[config.mk]
export PLATFORM = sky130hd
export DESIGN_NAME = ovf_view_agg
export DESIGN_NICKNAME = d
export VERILOG_FILES = /design/src/rtl/ovf_agg_pkg.sv /design/src/rtl/ovf_vis_decode.sv /design/src/rtl/ovf_view_mask.sv /design/src/rtl/lcof_pend_reg.sv /design/src/rtl/ovf_view_agg.sv
export SDC_FILE = /design/constraint.sdc
export NUM_CORES = 1
export LEC_CHECK = 0
export BUFFER_PORTS_ARGS = -buffer_cell sky130_fd_sc_hd__clkbuf_2
export CORE_UTILIZATION = 23
export DETAILED_ROUTE_END_ITERATION = 8
export PLACE_DENSITY_LB_ADDON = 0.08
export SLEW_MARGIN = 30
export SYNTH_ARGS = -nofsm -noshare
export SYNTH_HDL_FRONTEND = slang
export SYNTH_HIERARCHICAL = 1
export SYNTH_SLANG_ARGS = --single-unit
[constraint.sdc]
create_clock -name clk -period 0.98 [get_ports clk]
set_input_delay 0.049 -clock clk [delete_from_list [all_inputs] [get_ports clk]]
set_output_delay 0.049 -clock clk [all_outputs]
set_load 0.01 [all_outputs]
[src/rtl/ovf_agg_pkg.sv]
package ovf_agg_pkg;
   typedef enum logic [2:0] {
      PRV_USER   = 3'b000,
      PRV_SUPER  = 3'b001,
      PRV_MACH   = 3'b011,
      PRV_VUSER  = 3'b100,
      PRV_VSUPER = 3'b101
   } priv_e;

   // Which enable masks gate the overflow view
   typedef enum logic [1:0] {
      VIS_NONE = 2'd0,
      VIS_MACH = 2'd1,
      VIS_BOTH = 2'd2
   } vis_e;

   function automatic vis_e vis_of(input logic [2:0] p);
      vis_e v;
      case (p)
         PRV_MACH, PRV_SUPER: v = VIS_MACH;
         PRV_VSUPER:          v = VIS_BOTH;
         default:             v = VIS_NONE;
      endcase
      return v;
   endfunction
endpackage

[src/rtl/ovf_vis_decode.sv]
module ovf_vis_decode
   import ovf_agg_pkg::*;
(
   input  logic [2:0] priv_mode,
   output vis_e       vis
);
   always_comb vis = vis_of(priv_mode);
endmodule

[src/rtl/ovf_view_mask.sv]
module ovf_view_mask
   import ovf_agg_pkg::*;
#(
   parameter int VIEW_W    = 32,
   parameter int FIRST_CTR = 3
) (
   input  vis_e                        vis,
   input  logic [VIEW_W-1:FIRST_CTR]   of_flags,
   input  logic [VIEW_W-1:FIRST_CTR]   mctr_en,
   input  logic [VIEW_W-1:FIRST_CTR]   hctr_en,
   output logic [VIEW_W-1:0]           view
);
   logic show_m;
   logic show_h;

   always_comb begin
      show_m = (vis == VIS_MACH) || (vis == VIS_BOTH);
      show_h = (vis == VIS_BOTH);
   end

   for (genvar b = 0; b < VIEW_W; b++) begin : g_bit
      if (b < FIRST_CTR) begin : g_fixed
         assign view[b] = 1'b0;
      end else begin : g_live
         assign view[b] = of_flags[b] & show_m & mctr_en[b] & (~show_h | hctr_en[b]);
      end
   end
endmodule

[src/rtl/lcof_pend_reg.sv]
module lcof_pend_reg #(
   parameter int VIEW_W    = 32,
   parameter int FIRST_CTR = 3,
   parameter bit HAS_LCOF  = 1'b1
) (
   input  logic                        clk,
   input  logic                        rst_n,
   input  logic [VIEW_W-1:FIRST_CTR]   ovf_req,
   input  logic                        sw_we,
   input  logic                        sw_d,
   output logic                        pend
);
   if (HAS_LCOF) begin : g_present
      logic pend_q;
      always_ff @(posedge clk or negedge rst_n) begin
         if (!rst_n)          pend_q <= 1'b0;
         else if (|ovf_req)   pend_q <= 1'b1;   // hardware set has priority
         else if (sw_we)      pend_q <= sw_d;
      end
      assign pend = pend_q;
   end else begin : g_absent
      assign pend = 1'b0;
   end
endmodule

[src/rtl/ovf_view_agg.sv]
module ovf_view_agg
   import ovf_agg_pkg::*;
#(
   parameter int VIEW_W    = 32,
   parameter int FIRST_CTR = 3,
   parameter bit HAS_LCOF  = 1'b1
) (
   input  logic                        clk,
   input  logic                        rst_n,
   input  logic [2:0]                  priv_mode,
   input  logic [VIEW_W-1:FIRST_CTR]   of_flags,
   input  logic [VIEW_W-1:FIRST_CTR]   ovf_req,
   input  logic [VIEW_W-1:FIRST_CTR]   mctr_en,
   input  logic [VIEW_W-1:FIRST_CTR]   hctr_en,
   input  logic                        sw_pend_we,
   input  logic                        sw_pend_d,
   output logic [VIEW_W-1:0]           ovf_view,
   output logic                        lcof_pend
);
   if (FIRST_CTR < 1 || FIRST_CTR >= VIEW_W) begin : g_bad_first
      $error("ovf_view_agg: FIRST_CTR must lie in 1..VIEW_W-1");
   end
   if (VIEW_W > 64) begin : g_bad_width
      $error("ovf_view_agg: VIEW_W above 64 is not supported");
   end

   vis_e vis;

   ovf_vis_decode i_dec (
      .priv_mode (priv_mode),
      .vis       (vis)
   );

   ovf_view_mask #(.VIEW_W(VIEW_W), .FIRST_CTR(FIRST_CTR)) i_mask (
      .vis      (vis),
      .of_flags (of_flags),
      .mctr_en  (mctr_en),
      .hctr_en  (hctr_en),
      .view     (ovf_view)
   );

   lcof_pend_reg #(.VIEW_W(VIEW_W), .FIRST_CTR(FIRST_CTR), .HAS_LCOF(HAS_LCOF)) i_pend (
      .clk     (clk),
      .rst_n   (rst_n),
      .ovf_req (ovf_req),
      .sw_we   (sw_pend_we),
      .sw_d    (sw_pend_d),
      .pend    (lcof_pend)
   );
endmodule

# [Word-level counts from Yosys, hierarchy flattened]
# Cells that the tools add are included.
[word_totals] reg_bits=1 in_bits=123 output_inout_bits=33 elab_cells=130
[classes] eq_ne=5 muxes=3 n_bitwise=117 n_reduce_logical=4
[ops] op="1-bit bitwise AND" n=87
[ops] op="1-bit OR" n=29
[ops] op="29-bit OR reduction" n=1
[ops] op="2-bit case mux with 2 select lines" n=1
[ops] op="3-bit by 1-bit == test with 1-bit output, second input constant" n=1
[ops] op="3-bit by 2-bit == test with 1-bit output, second input constant" n=1
[ops] op="3-bit == test, second input constant" n=1
[ops] op="2-bit by 1-bit == test with 1-bit output, second input constant" n=1
[ops] op="2-bit == test, second input constant" n=1
[ops] op="1-bit 2-to-1 mux" n=2
[ops] op="2-bit nonzero test" n=1
[ops] op="2-bit OR reduction" n=1
[ops] op="1-bit logical OR" n=1
[ops] op="1-bit NOT" n=1

# [Longest topological paths before layout]
# Gate-level depths: netlist of the first run.
[logic_depth] depth_word=8 depth_mapped=7 mapped_depth_nobuf=5

# [Cells and area by module]
# The synthesis of the first run kept the hierarchy.
[modules_own_cells] mod="ovf_view_mask" n_inst=1 cells_per_inst=99 area_per_inst_um2=645.6 seq_area_each_um2=0.0
[modules_own_cells] mod="lcof_pend_reg" n_inst=1 cells_per_inst=13 area_per_inst_um2=126.4 seq_area_each_um2=25.0
[modules_own_cells] mod="ovf_vis_decode" n_inst=1 cells_per_inst=2 area_per_inst_um2=18.8 seq_area_each_um2=0.0

# [Worst setup path after synthesis of the first run]
# OpenSTA, ideal clock, no wires.
[synth_timing] path_kind="in2out" startpoint="input port priv_mode[2]" endpoint="output port ovf_view[22]" t_arrival_ps=1139 t_required_ps=931 slack_ps=-208 stages=6 n_path_buf=2 cell_sequence="and2b_2 > inv_1 > ha_1 > buf_2 > buf_4 > nor3_2"
[synth_between] elab_chain_cells=8 word_cells_on_any_way=13 cone_classes="5 x eq/ne; 1 x mux; 5 x bitwise; 2 x reduce/logical"
[synth_rtl] element="start, declared" line="ovf_view_agg.sv:10" rtl="input logic [2:0] priv_mode,"
[synth_rtl] element="3-bit by 2-bit == test with 1-bit output or 3-bit by 1-bit == test with 1-bit output (tied branches)" line="ovf_agg_pkg.sv:19" rtl="case (p)"
[synth_rtl] element="2-bit OR reduction" line="ovf_agg_pkg.sv:19"
[synth_rtl] element="2-bit case mux with 2 select lines *" line="ovf_agg_pkg.sv:19"
[synth_rtl] element="2-bit by 1-bit == test with 1-bit output or 2-bit == test (tied branches)" line="ovf_view_mask.sv:17, ovf_view_mask.sv:18"
[synth_rtl] element="1-bit logical OR" line="ovf_view_mask.sv:17" rtl="show_m = (vis == VIS_MACH) || (vis == VIS_BOTH);"
[synth_rtl] element="1-bit bitwise AND (2 in series)" line="ovf_view_mask.sv:25" rtl="assign view[b] = of_flags[b] & show_m & mctr_en[b] & (~show_h | hctr_en[b]);"
[synth_rtl] element="1-bit bitwise AND *" line="ovf_view_mask.sv:25"
[synth_rtl] element="end, declared" line="ovf_view_agg.sv:17" rtl="output logic [VIEW_W-1:0] ovf_view,"
# Every way passes the cells marked *; elsewhere a longest branch is shown, timed or not.

# [Final worst setup path of the first run]
[layout_timing] startpoint="input port priv_mode[2]" endpoint="output port ovf_view[13]"
[layout_between] elab_chain_cells=8 word_cells_on_any_way=13 cone_classes="5 x eq/ne; 1 x mux; 5 x bitwise; 2 x reduce/logical"
[layout_rtl] element="3-bit by 2-bit == test with 1-bit output or 3-bit by 1-bit == test with 1-bit output (tied branches)" line="ovf_agg_pkg.sv:19"
[layout_rtl] element="2-bit OR reduction" line="ovf_agg_pkg.sv:19"
[layout_rtl] element="2-bit case mux with 2 select lines *" line="ovf_agg_pkg.sv:19"
[layout_rtl] element="net vis[1]" line="ovf_view_agg.sv:27" rtl="vis_e vis;"
[layout_rtl] element="2-bit by 1-bit == test with 1-bit output or 2-bit == test (tied branches)" line="ovf_view_mask.sv:17, ovf_view_mask.sv:18"
[layout_rtl] element="1-bit logical OR" line="ovf_view_mask.sv:17"
[layout_rtl] element="1-bit bitwise AND (2 in series)" line="ovf_view_mask.sv:25"
[layout_rtl] element="1-bit bitwise AND *" line="ovf_view_mask.sv:25"
# Mark *: on every way through the listed nets, which the timed path passes. The rest lies on a longest branch.

==> flow_metrics.env, run 1 <==
export IMPL_slowest_stage="ha_4"
export IMPL_maxCapViolations=0
export IMPL_startpoint_type="input port"
export IMPL_rsz0062_at_grt="yes"
export IMPL_antenna_found_initial=0
export IMPL_placed_area_mm2=0.001841
export IMPL_mostFrequentLayoutCells="clkbuf_2, nand2_1, buf_2, nor3_4, nor2b_4"
export IMPL_end_kind="output port"
export IMPL_max_stage_delay_ns=0.29
export IMPL_cp_num_buf_inv=3
export IMPL_cp_depth=6
export IMPL_total_power_mw=0.7536
export IMPL_path_clk_slew_ns=0
export IMPL_fmax_ghz=0.8495
export IMPL_power_frac_comb_pct=94.4
export IMPL_fill_cells=299
export IMPL_die_h_um=60.64
export IMPL_largest_reg_flops=1
export IMPL_leakage_nw=1.003
export IMPL_die_area_mm2=0.003677
export IMPL_p_sw_mw=0.3183
export IMPL_criticalPathCategory="input port to output port"
export IMPL_fin_util_pct=63.65
export IMPL_vias=1318
export IMPL_fin_crit_sh_pct=120.1
export IMPL_syn_avg_cell_area_um2=6.936
export IMPL_startpoint="priv_mode[2]"
export IMPL_ant_nets=0
export IMPL_cp_data_required_time_ns=0.93
export IMPL_grt_max_degree=15
export IMPL_power_frac_seq_pct=5.6
export IMPL_start_util_pct=25.08
export IMPL_r2r_start="i_pend/pend"
export IMPL_fin_worst_skew_ns=0
export IMPL_wl_um=3310
export IMPL_routedWlPerCell_um=10.58
export IMPL_core_area_mm2=0.003153
export IMPL_final_common_cell="clkbuf_2"
export IMPL_finalHoldViolations=0
export IMPL_gp_congestion=0.7144
export IMPL_swShare_pct=42.24
export IMPL_run_status="finished, violations left"
export IMPL_violations="setup timing"
export IMPL_ys_seq_elements=1
export IMPL_synth_edf_count=0
export IMPL_area_growth_pct=153.8
export IMPL_cpLargestDelayFamily="buffers and inverters"
export IMPL_hp_class="input port to flop"
export IMPL_maxSlewViolCount=0
export IMPL_setup_ws_ns=-0.1972
export IMPL_fp_dieW_um=60.64
export IMPL_clock_latency_ns=0
export IMPL_crit_chain="clkbuf_2 > and3b_2 > ha_4 > buf_12 > nor3_4 > buf_2"
export IMPL_synth_ff_type="dfrtp_1"
export IMPL_grtUsageTotal_pct=16.20
export IMPL_setup_tns_ns=-5.056
export IMPL_p_clk_share_pct=0
export IMPL_gr_total_overflow=0
export IMPL_fin_crit_ns=1.177
export IMPL_antenna_cells=0
export IMPL_synthArstFlopShare_pct=100.0
export IMPL_dp_cells=307
export IMPL_grt_pass1_vias=1177
export IMPL_yosysSeqAreaShare_pct=3.165
export IMPL_grt_pass1_wl_um=4740
export IMPL_final_nets=395
export IMPL_arrival_ns=1.13
export IMPL_ys_types=21
export IMPL_syn_inst=114
export IMPL_design_area_mm2=0.002007
export IMPL_vdd_ir_drop_worst_uv=185.1
export IMPL_num_rows=20
export IMPL_setup_viol=30
export IMPL_path_max_fanout=10
export IMPL_power_density_mw_per_mm2=375.5
export IMPL_layout_cells_non_filler=313
export IMPL_pin_count=156
export IMPL_vias_per_cell=4.211
export IMPL_fin_hold_ws_ns=0.3542
export IMPL_worstHoldPathCells=4
export IMPL_p_int_mw=0.4353
export IMPL_post_dp_hpwl_um=2782
export IMPL_pre_cts_slack_ns=-0.2339
export IMPL_cp_endpoint="ovf_view[13]"
export IMPL_yosysWarnings=6
export IMPL_drive_above_1_share_pct=81.41
export IMPL_drcViolationCount=0
export IMPL_reg2reg_to="i_pend/pend"
export IMPL_first_pass_iters=3
export IMPL_drt_iter0_markers=38
export IMPL_r2r_cells=2
export IMPL_ff2ff_setup_slack_ns=-0.07
export IMPL_io_buffers=152
export IMPL_syn_area_um2=790.8
==> how the worst min path moves through the flow <==
stage	start	end	slack (ns)
final	ovf_req[5]	i_pend/pend	0.35
after global routing	rst_n	i_pend/pend	0.39
after CTS	ovf_req[18]	i_pend/pend	0.34
after detailed placement	rst_n	i_pend/pend	-0.17
after global placement	rst_n	i_pend/pend	-0.18
after floorplan	rst_n	i_pend/pend	-0.25
==> per-layer routing <==
layer / share of wire (%) / track usage [%] / vias up / wire length, um
met2: 56 / 31.71 / 69 / 1850
met1: 35 / 19.90 / 553 / 1175
met3: 8.1 / 1.706 / 2 / 269
met4: 0.42 / 0.6494 / 0 / 14
met5: 0 / 0 / - / 0
li1: - / - / 694 / -
==> power groups by stage <==
stage	Combinational [mW]	Sequential, mW	Clock, mW
after detailed placement	0.648	0.0420	0
after floorplan	0.330	0.0421	0
after CTS	0.670	0.0420	0
after global routing	0.778	0.0420	0
final	0.712	0.0420	0
after global placement	0.645	0.0420	0
==> cells by family after synthesis <==
logic type | Yosys count | synth area share (%)
other cells | 1 | 0.4742
buf+inv | 10 | 8.702
fa+ha+maj | 1 | 1.582
mux | 1 | 1.424
simple gates | 100 | 84.65
flops | 1 | 3.164
==> cells in the mapped netlist, types with 2 or more instances <==
cell type,count,area share (%)
nor3_1,20,13
nand4_1,2,1.6
nor2b_4,10,17
buf_6,2,2.8
nor2b_1,19,15
clkbuf_1,2,0.95
nor4_2,4,6.3
nor3_2,10,13
nor4_1,2,1.6
nand2_1,29,14
buf_4,4,3.8
==> final cells by class <==
cell class / count / area, um2 / area share (%)
tap: 44 / 55.05 / 2.743
inverter: 1 / 3.754 / 0.1870
multi-input combinational: 105 / 1015 / 50.56
sequential: 1 / 25.02 / 1.247
timing repair buffer: 162 / 908.4 / 45.26
==> tightest hold or removal path, stage by stage <==
cell,delay [ns]
clkbuf_2,0.08
nor4_2,0.03
nand4_1,0.05
or3_1,0.09
==> timing repair <==
item	4_1_cts	5_1_grt
endpoints found under the setup margin	30	30
gates cloned	0	1
pin swaps	0	6
resized for setup	3	49
hold buffers	1	0
buffers inserted	4	0
hold endpoints to repair	1	0
Power figures use the tool's default switching activity.
==> run 2, diff against run 1 <==
Settings changed: PLACE_DENSITY set to 0.78, PLACE_DENSITY_LB_ADDON 0.08 to not set.
==> run 2 against run 1 <==
  * The flow still finishes with violations (setup timing)
  * Routed wire length increased by 15%
  * Combinational power increased by 8.3%
  * Maximum frequency decreased by 1.3%
  * Global-route usage increased by 1.3 points
  * First-iteration DRC count decreased by 34%
  * Critical path type unchanged
==> flow_metrics.env, run 2 (same netlist as run 1, synthesis figures left out) <==
export IMPL_drive_above_1_share_pct=84.31
export IMPL_crit_chain="clkbuf_2 > and2b_2 > inv_2 > ha_4 > clkbuf_16 > nor2b_4 > nor3_4 > buf_2"
export IMPL_arrival_ns=1.14
export IMPL_whs_endpoint="i_pend/pend"
export IMPL_finalHoldViolations=0
export IMPL_hold_start="ovf_req[5]"
export IMPL_maxCapViolations=0
export IMPL_first_pass_iters=4
export IMPL_fin_crit_sh_pct=121.7
export IMPL_post_dp_hpwl_um=3078
export IMPL_setup_tns_ns=-5.256
export IMPL_end_kind="output port"
export IMPL_leakage_nw=1.057
export IMPL_fmax_ghz=0.8384
export IMPL_startpoint_type="input port"
export IMPL_final_common_cell="clkbuf_2"
export IMPL_maxSlewViolCount=0
export IMPL_ff2ff_setup_slack_ns=-0.08
export IMPL_worstHoldPathCells=4
export IMPL_slowest_stage="and2b_2"
export IMPL_vdd_ir_drop_worst_uv=260.3
export IMPL_start_util_pct=25.08
export IMPL_violations="setup timing"
export IMPL_fin_crit_ns=1.193
export IMPL_drt_iter0_markers=25
export IMPL_die_area_mm2=0.003677
export IMPL_largest_reg_flops=1
export IMPL_pre_cts_slack_ns=-0.2344
export IMPL_power_density_mw_per_mm2=379.5
export IMPL_total_power_mw=0.8134
export IMPL_grt_pass1_wl_um=4926
export IMPL_wl_um=3804
export IMPL_fin_util_pct=67.98
export IMPL_r2r_start="i_pend/pend"
export IMPL_drcViolationCount=0
export IMPL_gp_congestion=0.7119
export IMPL_path_clk_slew_ns=0
export IMPL_grt_max_degree=15
export IMPL_criticalPathCategory="input port to output port"
export IMPL_final_nets=400
export IMPL_gr_total_overflow=0
export IMPL_grtUsageTotal_pct=17.50
export IMPL_cp_data_required_time_ns=0.93
export IMPL_max_stage_delay_ns=0.20
export IMPL_core_area_mm2=0.003153
export IMPL_setup_ws_ns=-0.2128
export IMPL_fp_dieW_um=60.64
export IMPL_vias=1389
export IMPL_setup_viol=30
export IMPL_antenna_cells=0
export IMPL_rsz0062_at_grt="yes"
export IMPL_pin_count=156
export IMPL_reg2reg_to="i_pend/pend"
export IMPL_startpoint="priv_mode[2]"
export IMPL_clock_latency_ns=0
export IMPL_hp_class="input port to flop"
export IMPL_num_rows=20
export IMPL_io_buffers=152
export IMPL_grt_pass1_vias=1222
export IMPL_path_max_fanout=7
export IMPL_routedWlPerCell_um=11.96
export IMPL_r2r_cells=2
export IMPL_run_status="finished, violations left"
export IMPL_antenna_found_initial=0
export IMPL_mostFrequentLayoutCells="clkbuf_2, nand2_1, buf_2, nor2b_4, nor3_4"
export IMPL_fin_worst_skew_ns=0
export IMPL_fin_hold_ws_ns=0.3485
export IMPL_area_growth_pct=171.0
export IMPL_fill_cells=285
export IMPL_vias_per_cell=4.368
export IMPL_ant_nets=0
export IMPL_die_h_um=60.64
-- run 2: cell count changes in the layout (fill, tap and decap cells not counted), sizes merged --
| cell | change |
|---|---|
| clkbuf | -1 |
| buf | +6 |
-- run 2: timing repair --
action                     in CTS  in global routing
pin swaps                      11                 19
hold endpoints to repair        1                  0
buffers inserted                4                  2
cloned                          0                  1
gates resized for setup        18                 58
hold buffers                    1                  0
setup endpoints to repair      30                 30
-- run 2: through the flow --
stage                     cell area (um2)  std cells
after detailed placement             1863        310
after CTS                            1987        315
after global placement               1863        310
final                                2143        318
after floorplan                      1064        116
after global routing                 2143        318
-- run 2: power breakdown --
group / total (mW) / internal [mW] / switching, mW
clock network: 0 / 0 / 0
registers: 0.0420 / 0.0420 / 0.0000000000317
logic: 0.771 / 0.423 / 0.348
-- run 2: layout make-up --
class	count	area (um2)	share of cell area, %
Timing Repair Buffer	167	979.7	45.71
Inverter	1	3.754	0.1751
Tap cell	44	55.05	2.569
Sequential cell	1	25.02	1.168
Multi-Input combinational cell	105	1080	50.38
-- run 2: worst max-delay path: cells and delay by family --
family	cells	cell delay, ns
fa+ha+maj	1	0.19
buf+inv	4	0.43
simple gates	3	0.47
-- run 2: how the worst max path moves through the flow --
stage / endpoint / depth (start not counted)
global route: ovf_view[23] / 8
floorplan: i_pend/pend / 2
detailed placement: ovf_view[31] / 7
CTS: ovf_view[23] / 8
finish: ovf_view[23] / 8
global placement: ovf_view[9] / 7
-- run 2: layer usage --
metal	vias up	track usage, %	routed length (um)
met3	8	1.279	233
met2	77	36.11	2224
li1	702	-	-
met4	0	2.273	59
met5	-	0	0
met1	602	19.66	1287
==> run 3, diff against run 2 <==
Settings changed: PLACE_DENSITY 0.78 to 0.76.
==> run 3 against run 2 <==
  * The flow still finishes with violations (setup timing)
  * Via count decreased by 0.65%
  * Sequential share of layout area about the same
  * Flip-flop and latch count unchanged
  * First-iteration DRC count decreased by 8.0%
  * Worst setup slack got worse by 0.0094 ns
  * Global-route usage decreased by 1.9 points
  * Critical endpoint is now ovf_view[20]
==> flow_metrics.env, run 3 (same netlist as run 1, synthesis figures left out) <==
export IMPL_run_status="finished, violations left"
export IMPL_violations="setup timing"
export IMPL_mostFrequentLayoutCells="clkbuf_2, nand2_1, buf_2, nor2b_4, nor3_4"
export IMPL_die_area_mm2=0.003677
export IMPL_antenna_found_initial=0
export IMPL_maxSlewViolCount=0
export IMPL_wl_um=3656
export IMPL_antenna_cells=0
export IMPL_design_area_mm2=0.002138
export IMPL_start_util_pct=25.08
export IMPL_path_clk_slew_ns=0
export IMPL_reg2reg_to="i_pend/pend"
export IMPL_final_common_cell="clkbuf_2"
export IMPL_fin_crit_ns=1.202
export IMPL_path_max_fanout=11
export IMPL_core_area_mm2=0.003153
export IMPL_vias_per_cell=4.409
export IMPL_leakage_nw=1.059
export IMPL_first_pass_iters=3
export IMPL_ant_nets=0
export IMPL_fin_worst_skew_ns=0
export IMPL_hp_class="input port to flop"
export IMPL_total_power_mw=0.8166
export IMPL_criticalPathCategory="input port to output port"
export IMPL_setup_viol=30
export IMPL_fin_crit_sh_pct=122.7
export IMPL_fin_util_pct=67.82
export IMPL_grt_pass1_wl_um=4464
export IMPL_num_rows=20
export IMPL_routedWlPerCell_um=11.68
export IMPL_grtUsageTotal_pct=15.62
export IMPL_power_density_mw_per_mm2=381.9
export IMPL_drcViolationCount=0
export IMPL_vdd_ir_drop_worst_uv=333.6
export IMPL_r2r_cells=2
export IMPL_whs_endpoint="i_pend/pend"
export IMPL_vias=1380
export IMPL_largest_reg_flops=1
export IMPL_io_buffers=152
export IMPL_ff2ff_setup_slack_ns=-0.08
export IMPL_pre_cts_slack_ns=-0.2361
export IMPL_gr_total_overflow=0
export IMPL_pin_count=156
export IMPL_gp_congestion=0.7131
export IMPL_setup_ws_ns=-0.2222
export IMPL_grt_max_degree=30
export IMPL_area_growth_pct=170.4
export IMPL_worstHoldPathCells=4
export IMPL_maxCapViolations=0
export IMPL_hold_start="ovf_req[5]"
export IMPL_fp_dieW_um=60.64
export IMPL_fmax_ghz=0.8318
export IMPL_arrival_ns=1.15
export IMPL_die_h_um=60.64
export IMPL_post_dp_hpwl_um=2866
export IMPL_drt_iter0_markers=23
export IMPL_fill_cells=268
export IMPL_grt_pass1_vias=1158
export IMPL_placed_area_mm2=0.001821
export IMPL_clock_latency_ns=0
export IMPL_r2r_start="i_pend/pend"
export IMPL_final_nets=395
export IMPL_fin_hold_ws_ns=0.3552
export IMPL_cp_data_required_time_ns=0.93
export IMPL_startpoint_type="input port"
export IMPL_finalHoldViolations=0
export IMPL_drive_above_1_share_pct=84.39
export IMPL_end_kind="output port"
export IMPL_rsz0062_at_grt="yes"
-- run 3: final cells by class --
type                            count  area (um2)  share of cell area [%]
Sequential cell                     1       25.02                   1.170
Timing Repair Buffer              162       952.2                   44.53
Multi-Input combinational cell    105        1102                   51.55
Tap cell                           44       55.05                   2.575
Inverter                            1       3.754                  0.1755
-- run 3: metrics by stage --
step	TNS (ns)	cells
CTS	-5.330	307
finish	-5.511	313
floorplan	-0.4701	116
global route	-6.719	313
detailed placement	-5.709	306
global placement	-5.348	306
-- run 3: power by group --
group	leakage [nW]	internal, mW	total [mW]	switching [mW]
Clock	0	0	0	0
Combinational	1.05	0.423	0.775	0.352
Sequential	0.00875	0.0420	0.0420	0.0000000000274
Total	1.06	0.465	0.817	0.352
-- run 3: repair_timing --
action,in CTS,in global routing
cloned,0,4
hold endpoints to repair,1,0
resized for setup,12,62
setup buffers,0,2
pin swaps,0,30
setup endpoints to repair,30,30
hold buffers,1,0
-- run 3: worst max-delay path, stage by stage --
cell and delay (ns):
buf_6 0.09, and3b_2 0.22, ha_4 0.28, buf_12 0.17, nor3_4 0.18, buf_2 0.15
-- run 3: worst max path at each step --
stage / cells past startpoint / end / from / slack [ns]
6_report: 6 / ovf_view[20] / priv_mode[0] / -0.22
5_1_grt: 7 / ovf_view[20] / priv_mode[2] / -0.25
4_1_cts: 6 / ovf_view[20] / priv_mode[2] / -0.22
3_5_place_dp: 7 / ovf_view[8] / priv_mode[2] / -0.24
3_3_place_gp: 7 / ovf_view[8] / priv_mode[2] / -0.23
2_1_floorplan: 2 / i_pend/pend / i_pend/pend / -0.09
-- run 3: layer usage --
layer	track usage (%)	up-vias	part of all wire (%)
met5	0	-	0
met4	1.623	0	0.38
met3	0.8529	2	6.8
met2	32.34	78	55
met1	17.82	605	37
li1	-	695	-
